### config.mk
export PLATFORM = sky130hd
export DESIGN_NAME = bus_arbiter3
export DESIGN_NICKNAME = d
export VERILOG_FILES = /design/src/rtl/bus_arbiter3.sv
export SDC_FILE = /design/constraint.sdc
export NUM_CORES = 1
export LEC_CHECK = 0
export BUFFER_PORTS_ARGS = -buffer_cell sky130_fd_sc_hd__buf_2
export CORE_AREA = 2 2 39 41
export CTS_BUF_LIST = sky130_fd_sc_hd__clkbuf_4
export DETAILED_ROUTE_END_ITERATION = 6
export DIE_AREA = 0 0 41 43
export PLACE_DENSITY_LB_ADDON = 0.05
export SYNTH_ARGS = -nofsm -noshare
export SYNTH_HDL_FRONTEND = slang
export SYNTH_SLANG_ARGS = --single-unit
### constraint.sdc
create_clock -name clk -period 1.3 [get_ports clk]
set_input_delay 0.13 -clock clk [delete_from_list [all_inputs] [get_ports clk]]
set_output_delay 0.13 -clock clk [all_outputs]
set_load 0.01 [all_outputs]
### src/rtl/bus_arbiter3.sv
module bus_arbiter3 #(
  parameter int SYNC_STAGES = 2
) (
  input  logic       clk,
  input  logic       rst_n,
  input  logic [1:0] req_n,
  input  logic       astb_n,
  output logic [1:0] gnt_n,
  output logic       host_gnt
);

  typedef enum logic [1:0] {ST_HOST, ST_GAP, ST_P0, ST_P1} own_t;

  localparam int MSB = SYNC_STAGES - 1;

  logic [MSB:0] rq0_sh, rq1_sh, stb_sh;
  own_t         own_q, own_d;
  logic         rq0, rq1, busy;

  always_ff @(posedge clk or negedge rst_n) begin
    if (!rst_n) begin
      rq0_sh <= '0;
      rq1_sh <= '0;
      stb_sh <= '0;
    end else begin
      rq0_sh <= {rq0_sh[MSB-1:0], ~req_n[0]};
      rq1_sh <= {rq1_sh[MSB-1:0], ~req_n[1]};
      stb_sh <= {stb_sh[MSB-1:0], ~astb_n};
    end
  end

  assign rq0  = rq0_sh[MSB];
  assign rq1  = rq1_sh[MSB];
  assign busy = stb_sh[MSB];

  always_comb begin
    own_d = own_q;
    case (own_q)
      ST_HOST: if ((rq0 || rq1) && !busy) own_d = ST_GAP;
      ST_P0:   if (!rq0 && !busy)         own_d = ST_GAP;
      ST_P1:   if (!rq1 && !busy)         own_d = ST_GAP;
      default: own_d = rq0 ? ST_P0 : (rq1 ? ST_P1 : ST_HOST);
    endcase
  end

  always_ff @(posedge clk or negedge rst_n) begin
    if (!rst_n) own_q <= ST_HOST;
    else        own_q <= own_d;
  end

  assign host_gnt = (own_q == ST_HOST);
  assign gnt_n    = ~{own_q == ST_P1, own_q == ST_P0};

endmodule

Word level (Yosys, flattened, before mapping)
Cells that the tools add are included. Widths: inputs -> output; s select.

Bits in registers: 8. Latch bits: 0. Memory bits (writable): 0. Memory bits (read-only): 0. Bits of input ports: 5. Output and inout bits: 3. Memories kept: 0.

Add/sub/neg operators: 0. Multipliers: 0. Div/mod/pow operators: 0. Magnitude comparators: 0. Equal/unequal tests: 5. Shift operators: 0. Multiplexer cells: 6. Bitwise operators: 4. Reductions and logical operators: 9.

Operators with widths (number): $mux 2 (5); $pmux 2 s3 (1); $eq 2x2->1 const B (2); $ne 2x2->1 const B (2); $logic_and 1x1->1 (3); $logic_not 1->1 (3); $not 1->1 (3); $reduce_and 3->1 (1); $logic_not 2->1 (1); $ne 2x1->1 const B (1); $not 2->2 (1); $logic_or 1x1->1 (1).

Longest topological paths before layout
Gate-level depths: netlist of the first run.

Word-level depth: 4. Depth in mapped cells: 3.

Worst setup path before layout of the first run
OpenSTA, ideal clock, no wires.

Path type: reg2reg. From: register rq0_sh[1]. To: register own_q[0]. Arrival time: 812 ps. Data required time: 1174 ps. Path slack: 362 ps. Stages on the path, launching flop included: 3. Buffers on the path: 0. Period minus slack after synthesis: 938 ps. Cells stage by stage: dfrtp_1 > nor2b_1 > o32a_1.

Longest elaborated chain between the ends: 4. Elaborated cells on any way between the ends: 9. Classes of those cells: eq/ne: 2; mux: 2; reduce/logical: 5.

Ends and longest elaborated chain: start, declared (RTL line 16) `logic [MSB:0] rq0_sh, rq1_sh, stb_sh;`; start signal, assigned (RTL line 26) `rq0_sh <= {rq0_sh[MSB-1:0], ~req_n[0]};`; $logic_not 1->1 or $logic_or 1x1->1 (tied branches) (RTL line 40, 39); $logic_and 1x1->1 (on tied branches) (RTL line 40, 39); $ne 2x2->1 (no source line) or $ne 2x1->1 (tied branches); $reduce_and 3->1 (no source line); end signal, assigned (RTL line 48) `else own_q <= own_d;`; end, declared (RTL line 17) `own_t own_q, own_d;`.

Parallel ways exist; a longest one is shown, timed or not. A chain may end at the register's enable or synchronous reset.

Worst setup path after layout of the first run
From: register own_q[0]. To: output port gnt_n[0].

Longest elaborated chain between the ends: 2.

Ends and longest elaborated chain: $eq 2x2->1 (RTL line 52) `assign gnt_n = ~{own_q == ST_P1, own_q == ST_P0};`; $not 2->2 (RTL line 52); end, declared (RTL line 8) `output logic [1:0] gnt_n,`.

Every way passes these cells.

==> results of run 1 <==
registers in the layout (all words and copies together), names as in the netlist:
| name | flops |
|---|---|
| stb_sh | 2 |
| rq1_sh | 2 |
| own_q | 2 |
| rq0_sh | 2 |
worst paths after layout:
check / from / endpoint / cells after the start
max in group asynchronous: rst_n / stb_sh[0] / 2
min in group asynchronous: rst_n / rq0_sh[1] / 2
worst max register to register: rq0_sh[1] / own_q[0] / 2
worst max-delay path: own_q[0] / gnt_n[0] / 2
worst min register to register: rq0_sh[0] / rq0_sh[1] / 0
worst min-delay path: req_n[1] / rq1_sh[0] / 2
worst max-delay path: cells and delay by family (launching register included):
family	cells	cell delay, ns
flip-flops	1	0.42
AND/OR/NAND/NOR	1	0.15
buffers and inverters	1	0.14
logic make-up (layout without fill, tap and decap cells):
group           Yosys count  count (layout)  share of synthesized area, %
simple gates              7               7                          13.3
flops                     8               8                          73.4
buf+inv                   3              15                          4.13
compound gates            4               4                          9.17
timing repair:
item | in CTS | in global routing
endpoints found under the hold margin | 8 | 1
resized for setup | 0 | 0
hold buffers | 1 | 1
through the flow:
step	utilization (%)	power (uW)	hold WS, ns
floorplan	-	435	-0.166
global placement	23.7	507	-0.0154
detailed placement	23.7	510	-0.0151
CTS	26.0	701	0.0112
global route	26.8	747	0.00635
finish	26.8	683	0.0198
per-layer routing:
metal  vias to the layer above  track usage, %
li1                         96               -
met1                        89            5.30
met2                         8            8.44
met3                         0            3.14
met4                         0            4.00
met5                         -               0
area by class of cell:
class | instances | area (sq um) | share of cell area [%]
repair buffers | 9 | 55.1 | 14.9
inverters | 3 | 11.3 | 3.04
multi-input cells | 11 | 61.3 | 16.6
flip-flops and latches | 8 | 200 | 54.1
well taps | 16 | 20.0 | 5.41
clock buffers | 3 | 22.5 | 6.08
synthesized netlist by cell type, drive strengths merged:
cell	n	area share, %
dfrtp	8	73
a21oi	1	1.8
nor2	1	1.4
o21ai	2	3.7
inv	3	4.1
nor2b	3	6.9
nand2	2	2.8
o32a	1	3.7
nand2b	1	2.3
power by group through the flow:
stage / Clock (uW) / Combinational (uW) / Sequential, uW
finish: 181 / 161 / 341
detailed placement: 0 / 161 / 349
CTS: 194 / 163 / 344
global placement: 0 / 160 / 348
global route: 212 / 186 / 350
floorplan: 0 / 99.9 / 335
==> metrics.cfg, run 1 <==
[status]
status=completed

[drt]
via_per_inst=3.86
vias=193
first_iter_violations=0
wl_per_cell_um=7.94
top_layer=met3
dr.pass1.iters=1
drc=0
wl_um=397
wl_met2_um=189
dr_wl_met3_um=37
ant_nets=0
m1WireLength_um=170

[setup_path]
required_ns=1.17
end_kind=output port
path_cells=nand2b_1 > buf_2
critPathSlowestCell=dfrtp_1
max_stage_delay_ns=0.42
arrival_ns=0.95
crit_type=flip-flop to output port
worst_setup_path_start_kind=flip-flop
worstPathMaxFanout=6
rrSetupSlack_ns=0.33

[layout]
final_cell_area_sq_um=370
synthToLayoutAreaGrowth_pct=35.8
final_common_cell=dfrtp_1
final_cell_mix=8 x dfrtp_1, 7 x buf_2, 3 x inv_1, 3 x nor2b_1, 3 x clkbuf_4
antennaDiodeCount=0
stdcell_count=50
nNetsFinal=41
drive_above_1_share_pct=29.4
num-fill-cells=155

[pwr]
powerDensity_nw_per_um2=1850
p_sw_share_pct=29.6
power.internal_uw=481
clkPwrFrac_pct=26.5
leakage_uw=0.000180
p_seq_share_pct=49.9
ir_drop_v=0.000546
combPwrFrac_pct=23.6
power.switching_uw=203

[grt]
track_usage_pct=5.57
globalRouteOverflowTotal=0
grt_antenna_before_repair=0
grt_pass1_vias=164
grt_max_degree=9
grt_pass1_wl_um=621

[die]
rows=14
start_util_pct=19.7
dieArea_sq_um=1760
die_y_um=43
core_sq_um=1380
ios=8
die_x_um=41

[placement]
hpwl_um=300
place_ws_ns=0.334
io_buffers=7
placed_cells=45
finalWeightedCongestion=0.580
dpl-instance-area_sq_um=328

[logic_synthesis]
ys_seq_area_share_pct=73.4
ys_ff_latch=8
syn-cell-area_sq_um=273
yosys_warnings=0
synth.avg_cell_area_sq_um=12.4
synth_fp_nets=27
yosys.cell_types.count=9
synthesis.instances=22

[clocking]
postCtsSetupBuffers=0
clk_latency_ns=0.24
cts_max_path_buffers=2
clk_pin_slew_worst_paths_ns=0.05
root_buffer=clkbuf_4
htree_levels=1
cts_sinks=8
cts_tree=done
cts_buffers=3

[timing]
rsz0062_at_grt=no
fin_crit_ns=1.08
timing.setup.tns_ns=0
hold_viol_final=0
setup_slack_ns=0.223
tightestPinTransition_ns=0.190
slew_viol_final=0
maxClockFrequency_mhz=929
min_period_over_period_pct=82.8
max_slew_margin_pct=87.4
setup_violations=0
clock_skew_ns=0.00159

[job]
drv_cap=0

[min_path]
hold_class=input port to flip-flop

(Power assumes the default switching activity.)
==> run 2, diff against run 1 <==
Settings changed: ABC_AREA set to 1.
Clock period 1.3 ns to 1 ns, I/O delays scaled along.
==> metrics.cfg, run 2 <==
[logic_synthesis]
synth-compound-area-share_pct=4.17  ; was 9.17%
synth.most_common_cell=inv_1  ; was dfrtp_1
ys_ff_latch=8  ; unchanged
synthTopCellsByArea=dfrtp_1 67%, inv_1 13%, nand2_1 11%, nor2_1 3.8%, o21bai_1 2.5%  ; was dfrtp_1 73%, nor2b_1 6.9%, inv_1 4.1%, o21ai_0 3.7%, o32a_1 3.7%
synth_top_family_by_area=simple AND/OR/NAND/NOR gates  ; unchanged
ys_seq_area_share_pct=66.7  ; was 73.4%
synth.avg_cell_area_sq_um=9.10  ; was 12.4 sq um
yosys.cell_types.count=7  ; was 9
synthXorXnorAreaFrac_pct=0  ; unchanged
yosys_warnings=0  ; unchanged
synth_fp_nets=38  ; was 27
synth_flop_cell=dfrtp_1  ; unchanged
synth_top_area_share_pct=66.7  ; was 73.4%
synth_mux_area_share_pct=0  ; unchanged
synthesis.instances=33  ; was 22
ys_async_sr_fraction_pct=100  ; unchanged
syn-cell-area_sq_um=300  ; was 273 sq um
synth_edf_count=0  ; unchanged
ys_top_cells_by_count=10 x inv_1, 9 x nand2_1, 8 x dfrtp_1  ; was 8 x dfrtp_1, 3 x inv_1, 3 x nor2b_1
yosys.area_share.adder_pct=0  ; unchanged
yosys.area_share.simple_pct=16.7  ; was 13.3%
synth_largest_area_cell=dfrtp_1  ; unchanged

[setup_path]
path_cells=nor2_2 > inv_1 > buf_2  ; was nand2b_1 > buf_2
crit_type=flip-flop to output port  ; unchanged
worstPathMaxFanout=3  ; was 6
end_kind=output port  ; unchanged
worst_setup_path_start_kind=flip-flop  ; unchanged
critPathSlowestCell=dfrtp_1  ; unchanged
rrSetupSlack_ns=0.09  ; was 0.33 ns
required_ns=0.90  ; was 1.17 ns
max_stage_delay_ns=0.40  ; was 0.42 ns
arrival_ns=0.94  ; was 0.95 ns

[min_path]
hold_class=input port to asynchronous set/reset pin  ; was input port to flip-flop

[placement]
finalWeightedCongestion=0.560  ; was 0.580
io_buffers=7  ; unchanged
hpwl_um=355  ; was 300 um
place_ws_ns=0.169  ; was 0.334 ns

[clocking]
htree_levels=1  ; unchanged
root_buffer=clkbuf_4  ; unchanged
clk_latency_ns=0.24  ; about the same
cts_tree=done  ; unchanged
cts_buffers=3  ; unchanged
cts_sinks=8  ; unchanged
cts_max_path_buffers=2  ; unchanged
clk_pin_slew_worst_paths_ns=0.05  ; about the same

[drt]
ant_nets=0  ; unchanged
dr.pass1.iters=2  ; was 1
wl_um=455  ; was 397 um
via_per_inst=3.70  ; was 3.86
drc=0  ; unchanged
vias=237  ; was 193
first_iter_violations=1  ; was 0
wl_per_cell_um=7.11  ; was 7.94 um

[die]
rows=14  ; unchanged
die_y_um=43  ; unchanged
core_sq_um=1380  ; unchanged
dieArea_sq_um=1760  ; unchanged
ios=8  ; unchanged
die_x_um=41  ; unchanged
start_util_pct=21.7  ; was 19.7%

[timing]
maxClockFrequency_mhz=963
slew_viol_final=0  ; unchanged
tightestPinTransition_ns=0.171  ; was 0.190 ns
hold_viol_final=0  ; unchanged
clock_skew_ns=0.00101  ; was 0.00159 ns
rsz0062_at_grt=yes  ; was no
setup_violations=2  ; was 0
fin_crit_ns=1.04
hold_slack_ns=0.223  ; was 0.0198 ns
min_period_over_period_pct=104
setup_slack_ns=-0.0382  ; was 0.223 ns
max_slew_margin_pct=88.6  ; was 87.4%

[grt]
grt_pass1_vias=232  ; was 164
globalRouteOverflowTotal=0  ; unchanged
grt_pass1_wl_um=821  ; was 621 um
track_usage_pct=7.53  ; was 5.57%
grt_max_degree=9  ; unchanged
grt_antenna_before_repair=0  ; unchanged

[status]
violations=setup timing
status=finished with violations  ; was completed

[layout]
nNetsFinal=55  ; was 41
drive_above_1_share_pct=31.3  ; was 29.4%
synthToLayoutAreaGrowth_pct=43.3  ; was 35.8%
final_cell_mix=8 x nand2_1, 8 x inv_1, 8 x dfrtp_1  ; was 8 x dfrtp_1, 7 x buf_2, 3 x inv_1, 3 x nor2b_1, 3 x clkbuf_4
antennaDiodeCount=0  ; unchanged

[pwr]
powerDensity_nw_per_um2=2340  ; was 1850 nW/um^2
leakage_uw=0.000241  ; was 0.000180 uW
ir_drop_v=0.000690  ; was 0.000546 V

[job]
drv_cap=0  ; unchanged

run 2: cell types whose count changed after synthesis, sizes merged:
cell and change:
nor2 +2, nand2b -1, nand3 +1, nor2b -3, o21bai +1, o32a -1, inv +7, o21ai -2
nand2 +7
run 2: what timing repair did:
item                                    CTS  global route
endpoints found under the setup margin    2             4
hold buffers                              4             0
pin swaps                                 1             0
hold endpoints to repair                 11             0
gates resized for setup                   2             2
buffers inserted                          1             0
run 2: worst paths after layout:
kind,from,end,depth (start not counted)
max,own_q[0],gnt_n[0],3
min,rst_n,rq0_sh[0],2
max reg2reg,own_q[1],own_q[0],5
min reg2reg,stb_sh[0],stb_sh[1],0
max in group asynchronous,rst_n,rq1_sh[1],2
min in group clk,stb_sh[0],stb_sh[1],0
run 2: routing by layer:
| layer | share of wire [%] | global-route usage [%] | vias to the layer above | wire [um] |
|---|---|---|---|---|
| li1 | - | - | 126 | - |
| met1 | 42 | 7.05 | 103 | 189 |
| met2 | 49 | 10.9 | 6 | 223 |
| met3 | 6.6 | 1.57 | 2 | 30 |
| met4 | 2.4 | 10.0 | 0 | 11 |
| met5 | 0 | 0 | - | 0 |
run 2: metrics by stage:
| step | util [%] | std cells | setup TNS, ns | power [uW] | cell area (sq um) |
|---|---|---|---|---|---|
| after floorplan | - | 33 | 0 | 612 | 300 |
| after global placement | 25.7 | 56 | 0 | 720 | 355 |
| after detailed placement | 25.7 | 56 | 0 | 719 | 355 |
| after CTS | 30.9 | 64 | -0.0931 | 1010 | 428 |
| after global routing | 31.1 | 64 | -0.243 | 1110 | 430 |
| final | 31.1 | 64 | -0.0632 | 1010 | 430 |
run 2: cell type report:
type / instances / area (sq um)
well taps: 16 / 20.0
repair buffers: 12 / 82.6
fillers: 161 / 953
multi-input cells: 15 / 67.6
inverters: 10 / 37.5
clock buffers: 3 / 22.5
flip-flops and latches: 8 / 200
run 2: logic make-up after synthesis:
kind of cell,Yosys count
and+or+nand+nor,13
buffers and inverters,10
DFF,8
AOI/OAI and AO/OA,2
run 2: power by group:
part / internal (uW) / switching (uW) / total [uW]
clock: 136 / 89.7 / 226
combinational: 162 / 195 / 357
sequential: 381 / 42.9 / 424
run 2: worst max-delay path: cells and delay by family, from the launching register on:
kind / cells / cell delay (ns)
flip-flops: 1 / 0.40
AND/OR/NAND/NOR: 1 / 0.13
buffers and inverters: 2 / 0.17
